==> src/rtl/xbar_pkg.sv <==
package xbar_pkg;

    typedef enum logic {
        OP_READ  = 1'b0,
        OP_WRITE = 1'b1
    } op_e;

    function automatic int sel_bits(input int n);
        return (n < 2) ? 1 : $clog2(n);
    endfunction

endpackage

==> src/rtl/xbar_decode.sv <==
module xbar_decode #(
    parameter int AW   = 6,
    parameter int NMEM = 4
) (
    input  logic                                 clk,
    input  logic                                 rst_n,
    input  logic                                 valid,
    input  logic [AW-1:0]                        addr,
    output logic [NMEM-1:0]                      hit,
    output logic [AW-xbar_pkg::sel_bits(NMEM)-1:0] word
);
    localparam int MSEL_W = xbar_pkg::sel_bits(NMEM);
    localparam int WAW    = AW - MSEL_W;

    logic [MSEL_W-1:0] msel;

    assign msel = addr[AW-1 -: MSEL_W];
    assign word = addr[WAW-1:0];

    // one crosspoint compare per module column
    for (genvar m = 0; m < NMEM; m++) begin : g_cmp
        assign hit[m] = valid && (msel == MSEL_W'(m));
    end

    assert_hit_onehot_R1: assert property (@(posedge clk) disable iff (!rst_n)
        valid |-> $onehot(hit));
    assert_hit_idle_R8: assert property (@(posedge clk) disable iff (!rst_n)
        !valid |-> (hit == '0));

endmodule

==> src/rtl/xbar_arbiter.sv <==
module xbar_arbiter #(
    parameter int NPROC = 4
) (
    input  logic             clk,
    input  logic             rst_n,
    input  logic [NPROC-1:0] req,
    output logic [NPROC-1:0] gnt
);
    logic taken;

    // fixed order: index 0 strongest
    always_comb begin
        gnt   = '0;
        taken = 1'b0;
        for (int p = 0; p < NPROC; p++) begin
            if (req[p] && !taken) begin
                gnt[p] = 1'b1;
                taken  = 1'b1;
            end
        end
    end

    assert_single_grant_R3: assert property (@(posedge clk) disable iff (!rst_n)
        $onehot0(gnt));
    assert_top_priority_R3: assert property (@(posedge clk) disable iff (!rst_n)
        req[0] |-> gnt[0]);
    assert_grant_requested_R4: assert property (@(posedge clk) disable iff (!rst_n)
        (gnt & ~req) == '0);
    assert_work_conserving_R2: assert property (@(posedge clk) disable iff (!rst_n)
        (req != '0) |-> (gnt != '0));

endmodule

==> src/rtl/xbar_return.sv <==
module xbar_return #(
    parameter int NPROC = 4,
    parameter int NMEM  = 4,
    parameter int DW    = 16
) (
    input  logic                                    clk,
    input  logic                                    rst_n,
    input  logic [NPROC-1:0]                        rd_take,
    input  logic [NPROC*xbar_pkg::sel_bits(NMEM)-1:0] rd_sel,
    input  logic [NMEM*DW-1:0]                      mem_rdata,
    output logic [NPROC-1:0]                        rvalid,
    output logic [NPROC*DW-1:0]                     rdata
);
    localparam int MSEL_W = xbar_pkg::sel_bits(NMEM);

    typedef struct packed {
        logic [NPROC-1:0]             pend;
        logic [NPROC-1:0][MSEL_W-1:0] src;
    } ret_t;

    ret_t st_d, st_q;

    always_comb begin
        st_d = st_q;
        st_d.pend = rd_take;
        for (int p = 0; p < NPROC; p++) begin
            st_d.src[p] = rd_sel[p*MSEL_W +: MSEL_W];
        end
    end

    always_ff @(posedge clk or negedge rst_n) begin
        if (!rst_n) begin
            st_q <= '0;
        end else begin
            st_q <= st_d;
        end
    end

    // return-path multiplexer steered by the registered module index
    always_comb begin
        rdata = '0;
        for (int p = 0; p < NPROC; p++) begin
            if (st_q.pend[p]) begin
                rdata[p*DW +: DW] = mem_rdata[int'(st_q.src[p])*DW +: DW];
            end
        end
    end

    assign rvalid = st_q.pend;

    assert_rvalid_follows_take_R7: assert property (@(posedge clk) disable iff (!rst_n)
        (rvalid != '0) |-> ($past(rd_take) == rvalid));

endmodule

==> src/rtl/xbar_top.sv <==
module xbar_top #(
    parameter int NPROC = 4,
    parameter int NMEM  = 4,
    parameter int AW    = 6,
    parameter int DW    = 16
) (
    input  logic                                          clk,
    input  logic                                          rst_n,
    input  logic [NPROC-1:0]                              req_valid,
    input  logic [NPROC-1:0]                              req_write,
    input  logic [NPROC*AW-1:0]                           req_addr,
    input  logic [NPROC*DW-1:0]                           req_wdata,
    output logic [NPROC-1:0]                              gnt,
    output logic [NPROC-1:0]                              rvalid,
    output logic [NPROC*DW-1:0]                           rdata,
    output logic [NMEM-1:0]                               mem_en,
    output logic [NMEM-1:0]                               mem_we,
    output logic [NMEM*(AW-xbar_pkg::sel_bits(NMEM))-1:0] mem_addr,
    output logic [NMEM*DW-1:0]                            mem_wdata,
    input  logic [NMEM*DW-1:0]                            mem_rdata
);
    import xbar_pkg::*;

    localparam int MSEL_W = sel_bits(NMEM);
    localparam int WAW    = AW - MSEL_W;

    logic [NMEM-1:0]     hit     [NPROC];
    logic [WAW-1:0]      word    [NPROC];
    logic [NPROC-1:0]    col_req [NMEM];
    logic [NPROC-1:0]    col_gnt [NMEM];
    logic [NPROC-1:0]    rd_take;
    logic [NPROC*MSEL_W-1:0] rd_sel;

    // row side: address decode per processor bus
    for (genvar p = 0; p < NPROC; p++) begin : g_row
        xbar_decode #(.AW(AW), .NMEM(NMEM)) u_dec (
            .clk   (clk),
            .rst_n (rst_n),
            .valid (req_valid[p]),
            .addr  (req_addr[p*AW +: AW]),
            .hit   (hit[p]),
            .word  (word[p])
        );
        assign rd_sel[p*MSEL_W +: MSEL_W] = req_addr[p*AW + AW - 1 -: MSEL_W];
    end

    // transpose hits into per-module request columns
    always_comb begin
        for (int m = 0; m < NMEM; m++) begin
            for (int p = 0; p < NPROC; p++) begin
                col_req[m][p] = hit[p][m];
            end
        end
    end

    // column side: one arbiter per memory module
    for (genvar m = 0; m < NMEM; m++) begin : g_col
        xbar_arbiter #(.NPROC(NPROC)) u_arb (
            .clk   (clk),
            .rst_n (rst_n),
            .req   (col_req[m]),
            .gnt   (col_gnt[m])
        );
    end

    // forward multiplexers and grant collection
    always_comb begin
        gnt       = '0;
        mem_en    = '0;
        mem_we    = '0;
        mem_addr  = '0;
        mem_wdata = '0;
        for (int m = 0; m < NMEM; m++) begin
            for (int p = 0; p < NPROC; p++) begin
                if (col_gnt[m][p]) begin
                    gnt[p]                     = 1'b1;
                    mem_en[m]                  = 1'b1;
                    mem_we[m]                  = req_write[p];
                    mem_addr[m*WAW +: WAW]     = word[p];
                    mem_wdata[m*DW +: DW]      = req_wdata[p*DW +: DW];
                end
            end
        end
    end

    always_comb begin
        for (int p = 0; p < NPROC; p++) begin
            rd_take[p] = gnt[p] && (op_e'(req_write[p]) == OP_READ);
        end
    end

    xbar_return #(.NPROC(NPROC), .NMEM(NMEM), .DW(DW)) u_ret (
        .clk       (clk),
        .rst_n     (rst_n),
        .rd_take   (rd_take),
        .rd_sel    (rd_sel),
        .mem_rdata (mem_rdata),
        .rvalid    (rvalid),
        .rdata     (rdata)
    );

    for (genvar p = 0; p < NPROC; p++) begin : g_chk
        assert_gnt_needs_req_R4: assert property (@(posedge clk) disable iff (!rst_n)
            gnt[p] |-> req_valid[p]);
        assert_read_returns_R7: assert property (@(posedge clk) disable iff (!rst_n)
            (gnt[p] && !req_write[p]) |=> rvalid[p]);
        assert_no_stray_rvalid_R7: assert property (@(posedge clk) disable iff (!rst_n)
            rvalid[p] |-> $past(gnt[p] && !req_write[p]));
        assert_write_reaches_R6: assert property (@(posedge clk) disable iff (!rst_n)
            (gnt[p] && req_write[p]) |->
                (mem_we[req_addr[p*AW + AW - 1 -: MSEL_W]] &&
                 mem_wdata[int'(req_addr[p*AW + AW - 1 -: MSEL_W])*DW +: DW]
                     == req_wdata[p*DW +: DW]));
    end

    assert_idle_quiet_R8: assert property (@(posedge clk) disable iff (!rst_n)
        (req_valid == '0) |-> (mem_en == '0 && gnt == '0));

endmodule

==> config.mk <==
export PLATFORM = sky130hd
export DESIGN_NAME = xbar_top
export DESIGN_NICKNAME = d
export VERILOG_FILES = /design/src/rtl/xbar_pkg.sv /design/src/rtl/xbar_decode.sv /design/src/rtl/xbar_arbiter.sv /design/src/rtl/xbar_return.sv /design/src/rtl/xbar_top.sv
export SDC_FILE = /design/constraint.sdc
export NUM_CORES = 1
export LEC_CHECK = 0
export ABC_CLOCK_PERIOD_IN_PS = 2100
export BUFFER_PORTS_ARGS = -buffer_cell sky130_fd_sc_hd__buf_2
export CORE_AREA = 2 2 126 128
export CTS_CLUSTER_DIAMETER = 50
export DETAILED_ROUTE_END_ITERATION = 12
export DIE_AREA = 0 0 128 130
export PLACE_DENSITY = 0.74
export REMOVE_ABC_BUFFERS = 1
export SYNTH_ARGS = -nofsm -noshare
export SYNTH_HDL_FRONTEND = slang
export SYNTH_SLANG_ARGS = --single-unit
==> constraint.sdc <==
create_clock -name clk -period 2.1 [get_ports clk]
set_clock_uncertainty 0.1 [all_clocks]
set_input_delay 0.315 -clock clk [delete_from_list [all_inputs] [get_ports clk]]
set_output_delay 0.315 -clock clk [all_outputs]
set_load 0.005 [all_outputs]
==> impl_metrics.env, run 1 <==
export IMPL_worst_path_buf_inv=4
export IMPL_switchingPower_mw=1.028
export IMPL_grt_overflow=0
export IMPL_layout_commonest_cell="buf_2"
export IMPL_clock_sinks=12
export IMPL_io_pins=322
export IMPL_multi_input_area_sq_um=5410
export IMPL_drc_errors=0
export IMPL_synth_cell_type_count=35
export IMPL_clockRootBuffer="clkbuf_16"
export IMPL_n_fill_cell=1312
export IMPL_dpl_cell_count=1131
export IMPL_outcome="finished, violations left"
export IMPL_area_delta_synth_final_pct=59.42
export IMPL_drv_cap=0
export IMPL_most_common_layout_cells="buf_2 (304), mux4_2 (64), nor2_1 (64), and2_1 (51), and4b_1 (44)"
export IMPL_synth_edf_count=0
export IMPL_drt_total_wl_microns=29580
export IMPL_cpPeakStageDelay_ps=610
export IMPL_p_sw_share_pct=41.63
export IMPL_grt_pass1_wl_microns=40300
export IMPL_routedWlPerCell_microns=25.59
export IMPL_cp_end_kind="primary output"
export IMPL_pwr_share_comb_pct=75.5
export IMPL_synth_ff_type="dfrtp_1"
export IMPL_worstHoldPathType="in2reg"
export IMPL_register_area_sq_um=304.0
export IMPL_cts_tree="done"
export IMPL_htree_levels=1
export IMPL_core_sq_um=15420
export IMPL_pwr_share_clk_pct=13.4
export IMPL_fmax_mhz=443.8
export IMPL_cp_max_fo=7
export IMPL_yosys_area_top_type="mux4_2"
export IMPL_violations="negative setup slack"
export IMPL_cp_common_cell="buf_6"
export IMPL_worst_pin_slew_ps=585.2
export IMPL_synthArstFlopShare_pct=100.0
export IMPL_grt_start_max_net_pins=71
export IMPL_ys_seq_area_share_pct=5.349
export IMPL_via_per_inst=6.762
export IMPL_synth_top_area_share_pct=25.67
export IMPL_numCtsBuffers=3
export IMPL_hpwlAfterDp_microns=20010
export IMPL_layout_cells_non_filler=1156
export IMPL_placementRows=46
export IMPL_worstHoldStart="req_addr[22]"
export IMPL_final_core_util_pct=58.02
export IMPL_port_buffers=321
export IMPL_relSlewSlack_pct=60.99
export IMPL_place_ws_ps=-189.8
export IMPL_drt_iter0_drc=885
export IMPL_nNetsFinal=1127
export IMPL_critPathTopFamily="simple AND/OR/NAND/NOR gates"
export IMPL_track_usage_pct=31.20
export IMPL_setup_viol=56
export IMPL_post_route_min_period_ps=2253
export IMPL_crit_path_top_delay_cell="or4_4"
export IMPL_synth_seq_cells=12
export IMPL_drive_above_1_share_pct=63.24
export IMPL_p_int_mw=1.442
export IMPL_initial_utilization_pct=36.40
export IMPL_finalCritPeriodShare_pct=107.3
export IMPL_seqPwrFrac_pct=11.2
export IMPL_synthTopCellsByArea="mux4_2 (26%), a311oi_1 (9.4%), and4b_1 (7.8%), and2_1 (7.1%), o22ai_1 (6.9%)"
export IMPL_dieArea_sq_um=16640
export IMPL_clockBufferDepth=2
export IMPL_postSynthAreaPerCell_sq_um=8.558
export IMPL_pwr_density_cell_nw_per_um2=276.0
export IMPL_synth_cells=656
export IMPL_grt_pass1_vias=7288
export IMPL_p_leak_nw=4.069
export IMPL_hold_viol=0
export IMPL_finalMaxSlewViolations=0
export IMPL_layout_setup_ws_ps=-153.2
export IMPL_fp_dieW_microns=128
export IMPL_path_class="in2out"
export IMPL_rsz0062_at_grt="true"
export IMPL_antenna_found_initial=2
export IMPL_netlist_area_sq_um=5614
export IMPL_crit_path_start="req_addr[17]"
export IMPL_clk_pin_slew_ps=40
export IMPL_firstDrtPassIters=5
export IMPL_cp_required_ps=1680
export IMPL_crit_chain="buf_6 -> buf_6 -> and3_4 -> or4_4 -> buf_12 -> o221ai_2 -> buf_2"
export IMPL_peakVddDrop_mv=0.1430
export IMPL_ant_nets=0
export IMPL_num_vias=7817
export IMPL_yosysWarnings=0
export IMPL_place_congestion=0.9617
export IMPL_die_height_microns=130
export IMPL_worstPathArrival_ps=1840
export IMPL_crit_path_start_kind="input port"
==> through the flow <==
stage               cell area, sq um  hold slack (ps)  power (mW)  setup TNS, ps
floorplan                       5104           -80.59      0.9711         -11500
global placement                7629            103.9       1.802          -6149
detailed placement              7629            106.1       1.815          -7020
CTS                             8262            93.57       2.270          -2611
global route                    8950            92.90       2.593          -5031
finish                          8950            97.31       2.470          -3329
==> area by class of cell <==
cell class              count  share of cell area, %
repair buffers            411                  31.64
well taps                 192                  2.684
diodes                      1                0.02796
inverters                  23                 0.9646
multi-input cells         514                  60.45
flip-flops and latches     12                  3.397
clock buffers               3                 0.8388
==> power by group through the flow <==
stage	sequential, mW	combinational, mW	clock (mW)
3_5_place_dp	0.275	1.54	0
6_report	0.276	1.86	0.330
4_1_cts	0.272	1.66	0.340
5_1_grt	0.279	1.96	0.355
3_3_place_gp	0.275	1.53	0
2_1_floorplan	0.303	0.668	0
==> layer usage <==
layer  global-route usage (%)  vias to the layer above  part of all wire [%]
li1                         -                     3324                     -
met1                    34.31                     3672                    34
met2                    55.30                      668                    49
met3                    8.118                      151                    12
met4                    17.07                        2                   5.7
met5                        0                        -                 0.051
==> cell families after synthesis <==
group	after synthesis	synth area share, %
and+or+nand+nor	277	32.96
AOI/OAI and AO/OA	171	25.07
buffers and inverters	130	10.63
muxes	64	25.67
DFF	12	5.349
xor gates and xnor gates	2	0.3121
==> path summary, 6_finish.rpt <==
path | depth (start not counted) | slack [ps] | end
min in group asynchronous | 2 | 400 | u_ret.st_q[6]
max | 7 | -150 | mem_wdata[55]
min | 1 | 100 | u_ret.st_q[6]
max in group asynchronous | 2 | 1280 | u_ret.st_q[0]
==> what timing repair did <==
item                                   in CTS  in global routing
pin swaps                                  10                 16
setup endpoints to repair                  85                 91
endpoints found under the hold margin      12                  0
gates cloned                                4                  7
hold buffers                                1                  0
resized for setup                          82                112
buffers inserted                            6                  5
==> state kept, by name (all words and copies together), names as in the netlist <==
register and count:
u_ret.rvalid 4, u_ret.st_q 8
==> cells in the mapped netlist (18+ instances only) <==
cell / count
o221ai_2: 18
nand2_1: 22
o22ai_1: 62
and2_1: 64
and4_1: 20
clkbuf_1: 75
nor4bb_1: 22
mux4_2: 64
a311oi_1: 60
a31oi_1: 21
inv_1: 23
and4b_1: 44
nor2_1: 65
buf_2: 18
Power figures use the tool's default switching activity.
==> run 2, diff against run 1 <==
Settings changed: ABC_CLOCK_PERIOD_IN_PS 2100 to 2800, PLACE_DENSITY 0.74 to 0.71.
Clock period 2.1 ns to 2.8 ns, I/O delays scaled along.
==> impl_metrics.env, run 2 (synthesized netlist as in run 1, its figures left out) <==
export IMPL_outcome="finished clean"
export IMPL_finalCritPeriodShare_pct=94.46
export IMPL_fp_dieW_microns=128
export IMPL_switchingPower_mw=0.6710
export IMPL_initial_utilization_pct=36.40
export IMPL_pwr_share_comb_pct=69.9
export IMPL_critPathTopFamily="simple AND/OR/NAND/NOR gates"
export IMPL_multi_input_area_sq_um=4727
export IMPL_via_per_inst=6.682
export IMPL_final_core_util_pct=47.78
export IMPL_dieArea_sq_um=16640
export IMPL_cp_required_ps=2280
export IMPL_p_int_mw=0.9383
export IMPL_drive_above_1_share_pct=49.67
export IMPL_worstHoldPathCells=1
export IMPL_pwr_share_clk_pct=17.5
export IMPL_numCtsBuffers=3
export IMPL_path_class="in2out"
export IMPL_setup_tns_ps=0
export IMPL_die_height_microns=130
export IMPL_port_buffers=321
export IMPL_htree_levels=1
export IMPL_crit_chain="buf_2 -> and3b_1 -> or4b_1 -> buf_4 -> o22ai_1 -> buf_2"
export IMPL_clock_sinks=12
export IMPL_p_leak_nw=3.482
export IMPL_num_vias=7390
export IMPL_track_usage_pct=29.45
export IMPL_hpwlAfterDp_microns=19080
export IMPL_place_congestion=0.9106
export IMPL_crit_path_top_delay_cell="or4b_1"
export IMPL_fmax_mhz=378.1
export IMPL_ant_nets=0
export IMPL_peakVddDrop_mv=0.1290
export IMPL_most_common_layout_cells="buf_2 (321), nor2_1 (65), mux4_2 (64), and2_1 (64), o22ai_1 (62)"
export IMPL_largest_register_ffs=8
export IMPL_drt_iter0_drc=790
export IMPL_cp_common_cell="buf_2"
export IMPL_worstPathArrival_ps=2120
export IMPL_core_sq_um=15420
export IMPL_placementRows=46
export IMPL_seqPwrFrac_pct=12.6
export IMPL_register_area_sq_um=300.3
export IMPL_grt_pass1_wl_microns=38190
export IMPL_hold_end="u_ret.st_q[6]"
export IMPL_drt_total_wl_microns=26410
export IMPL_area_delta_synth_final_pct=31.27
export IMPL_routedWlPerCell_microns=23.88
export IMPL_firstDrtPassIters=6
export IMPL_cpPeakStageDelay_ps=560
export IMPL_worstHoldPathType="in2reg"
export IMPL_nNetsFinal=1073
export IMPL_drv_cap=0
export IMPL_io_pins=322
export IMPL_worst_pin_slew_ps=639.1
export IMPL_finalMaxSlewViolations=0
export IMPL_hold_viol=0
export IMPL_layout_commonest_cell="buf_2"
export IMPL_worstHoldStart="req_addr[22]"
export IMPL_antenna_found_initial=4
export IMPL_clockRootBuffer="clkbuf_16"
export IMPL_pwr_density_cell_nw_per_um2=218.4
export IMPL_crit_path_start_kind="input port"
export IMPL_grt_pass1_vias=6852
export IMPL_cp_end_kind="primary output"
export IMPL_setup_viol=0
export IMPL_rsz0062_at_grt="false"
export IMPL_relSlewSlack_pct=57.39
export IMPL_cts_tree="done"
export IMPL_crit_cells=6
export IMPL_n_fill_cell=1536
export IMPL_worst_path_buf_inv=3
export IMPL_p_sw_share_pct=41.69
export IMPL_grt_start_max_net_pins=88
export IMPL_clk_pin_slew_ps=40
export IMPL_clockBufferDepth=2
export IMPL_post_route_min_period_ps=2645
export IMPL_cp_max_fo=19
export IMPL_drc_errors=0
export IMPL_grt_overflow=0
export IMPL_regMostFlops="u_ret.st_q"
==> run 2: per-layer routing <==
layer | vias to the layer above | track usage [%] | wire length (microns)
met4 | 0 | 16.35 | 1142
met5 | - | 0 | 0
met1 | 3463 | 33.60 | 9267
li1 | 3217 | - | -
met2 | 615 | 50.93 | 12850
met3 | 95 | 7.175 | 3151
==> run 2: worst max path at each step <==
stage | from | end | slack (ps)
2_1_floorplan | req_addr[17] | mem_addr[0] | 190
3_3_place_gp | req_addr[4] | mem_we[2] | 200
3_5_place_dp | req_addr[4] | mem_we[2] | 180
4_1_cts | req_addr[4] | mem_we[2] | 170
5_1_grt | req_addr[4] | mem_we[2] | 90
6_report | req_addr[4] | mem_we[2] | 160
==> run 2: cell type report <==
class / instances / share of cell area (%)
multi-input cells: 514 / 64.14
repair buffers: 357 / 26.01
flip-flops and latches: 12 / 4.075
well taps: 192 / 3.260
clock buffers: 4 / 1.205
inverters: 23 / 1.171
diodes: 4 / 0.1358
==> run 2: through the flow <==
stage               cells  worst slack, ps  hold WS (ps)  cell area (sq um)  total power [mW]
finish               1106            155.2         246.6               7370             1.609
global route         1106            91.42         238.4               7370             1.712
CTS                  1102            173.9         238.9               7360             1.603
detailed placement   1097            175.3         207.4               7261             1.308
global placement     1097            197.0         208.1               7261             1.300
floorplan             549            194.6         24.41               5104            0.7284
==> run 2: what timing repair did <==
item | 4_1_cts | 5_1_grt
endpoints found under the setup margin | 0 | 0
hold endpoints to repair | 12 | 0
hold buffers | 1 | 0
resized for setup | 0 | 0
buffers inserted | 0 | 0
==> run 2: power groups by stage <==
stage                     Clock (mW)  Sequential, mW  Combinational (mW)
after floorplan                    0           0.228               0.501
after global placement             0           0.206                1.09
after detailed placement           0           0.206                1.10
after CTS                      0.290           0.203                1.11
after global routing           0.308           0.205                1.20
final                          0.281           0.203                1.13
==> run 3, diff against run 2 <==
Settings changed: CELL_PAD_IN_SITES_DETAIL_PLACEMENT from default to 0, CELL_PAD_IN_SITES_GLOBAL_PLACEMENT from default to 2, CORE_AREA 2 2 126 128 to default, CORE_MARGIN from default to 1, CORE_UTILIZATION from default to 26, DIE_AREA 0 0 128 130 to default, PLACE_DENSITY 0.71 to 0.84.
==> impl_metrics.env, run 3 (synthesized netlist as in run 1, its figures left out) <==
export IMPL_outcome="finished clean"
export IMPL_drt_total_wl_microns=28880
export IMPL_dieArea_sq_um=22180
export IMPL_n_fill_cell=2279
export IMPL_drv_cap=0
export IMPL_worstPathArrival_ps=2170
export IMPL_peakVddDrop_mv=0.1641
export IMPL_regMostFlops="u_ret.st_q"
export IMPL_dpl_cell_count=1179
export IMPL_layout_commonest_cell="buf_2"
export IMPL_cp_max_fo=24
export IMPL_hpwlAfterDp_microns=20700
export IMPL_die_height_microns=148.9
export IMPL_register_area_sq_um=300.3
export IMPL_pwr_share_clk_pct=17.4
export IMPL_worstHoldPathType="in2reg"
export IMPL_finalMaxSlewViolations=0
export IMPL_grt_overflow=0
export IMPL_io_pins=322
export IMPL_cts_tree="done"
export IMPL_seqPwrFrac_pct=12.6
export IMPL_worstHoldPathCells=1
export IMPL_place_congestion=0.8605
export IMPL_htree_levels=1
export IMPL_finalCritPeriodShare_pct=96.17
export IMPL_p_sw_share_pct=42.42
export IMPL_clk_pin_slew_ps=40
export IMPL_ant_nets=0
export IMPL_setup_viol=0
export IMPL_largest_register_ffs=8
export IMPL_most_common_layout_cells="buf_2 (321), nor2_1 (65), mux4_2 (64), and2_1 (64), o22ai_1 (62)"
export IMPL_core_sq_um=21090
export IMPL_via_per_inst=6.152
export IMPL_port_buffers=321
export IMPL_clockBufferDepth=2
export IMPL_p_leak_nw=3.477
export IMPL_switchingPower_mw=0.6911
export IMPL_hold_viol=0
export IMPL_placementRows=53
export IMPL_grt_pass1_vias=7138
export IMPL_p_int_mw=0.9382
export IMPL_antenna_found_initial=3
export IMPL_pwr_density_cell_nw_per_um2=218.3
export IMPL_drc_errors=0
export IMPL_pwr_share_comb_pct=70.0
export IMPL_fmax_mhz=371.4
export IMPL_routedWlPerCell_microns=24.33
export IMPL_multi_input_area_sq_um=4727
export IMPL_grt_pass1_wl_microns=42800
export IMPL_p_total_mw=1.629
export IMPL_firstDrtPassIters=5
export IMPL_crit_path_start_kind="input port"
export IMPL_track_usage_pct=25.07
export IMPL_path_class="in2out"
export IMPL_initial_utilization_pct=26.62
export IMPL_drt_iter0_drc=513
export IMPL_fp_dieW_microns=148.9
export IMPL_nNetsFinal=1072
export IMPL_post_route_min_period_ps=2693
export IMPL_numCtsBuffers=3
export IMPL_whs_ps=246.0
export IMPL_drive_above_1_share_pct=49.61
export IMPL_cts_repair_resize_count=0
export IMPL_area_delta_synth_final_pct=32.94
export IMPL_worst_pin_slew_ps=768.4
export IMPL_layout_cells_non_filler=1187
export IMPL_clock_sinks=12
export IMPL_cp_required_ps=2280
export IMPL_setup_tns_ps=0
export IMPL_grt_start_max_net_pins=87
export IMPL_num_vias=7302
export IMPL_relSlewSlack_pct=48.55
export IMPL_rsz0062_at_grt="false"
export IMPL_clockRootBuffer="clkbuf_16"
export IMPL_cp_end_kind="primary output"
run 3: cell count changes in the layout (fill, tap and decap cells not counted):
| cell | previous run | this run |
|---|---|---|
| diode_2 | 4 | 3 |
| buf_4 | 32 | 31 |
run 3: routing by layer:
layer / track usage (%) / part of all wire, % / vias to the layer above
li1: - / - / 3205
met1: 31.00 / 38 / 3485
met2: 42.40 / 48 / 558
met3: 6.086 / 12 / 54
met4: 8.367 / 2.6 / 0
met5: 0 / 0 / -
run 3: power by group through the flow:
stage / clock, mW / sequential, mW / combinational [mW]
6_report: 0.284 / 0.206 / 1.14
5_1_grt: 0.303 / 0.207 / 1.23
4_1_cts: 0.288 / 0.206 / 1.13
3_5_place_dp: 0 / 0.208 / 1.13
3_3_place_gp: 0 / 0.209 / 1.13
2_1_floorplan: 0 / 0.228 / 0.501
run 3: layout make-up:
type                            instances  share of cell area (%)
Antenna cell                            3                  0.1006
Tap cell                              275                   4.610
Multi-Input combinational cell        514                   63.34
Sequential cell                        12                   4.023
Inverter                               23                   1.157
Timing Repair Buffer                  356                   25.58
Clock buffer                            4                   1.190
run 3: worst paths after layout:
check | start | endpoint
setup / recovery | req_valid[1] | mem_we[0]
hold / removal | req_addr[22] | u_ret.st_q[6]
max in group asynchronous | rst_n | u_ret.st_q[4]
min in group asynchronous | rst_n | u_ret.st_q[1]
run 3: stage by stage:
step,instance area [sq um],utilization [%],setup WS (ps)
after detailed placement,7357,34.89,115.9
after CTS,7456,35.36,119.5
final,7463,35.39,107.2
after global routing,7463,35.39,55.38
after floorplan,5104,-,194.6
after global placement,7357,34.89,102.9
run 3: worst max-delay path, stage by stage:
cell and delay (ps):
buf_2 190, or3b_2 790, a311oi_1 490, o22ai_1 130
buf_2 150
run 3: timing repair:
item	in CTS	in global routing
hold endpoints to repair	12	0
setup buffers	0	0
hold buffers	1	0
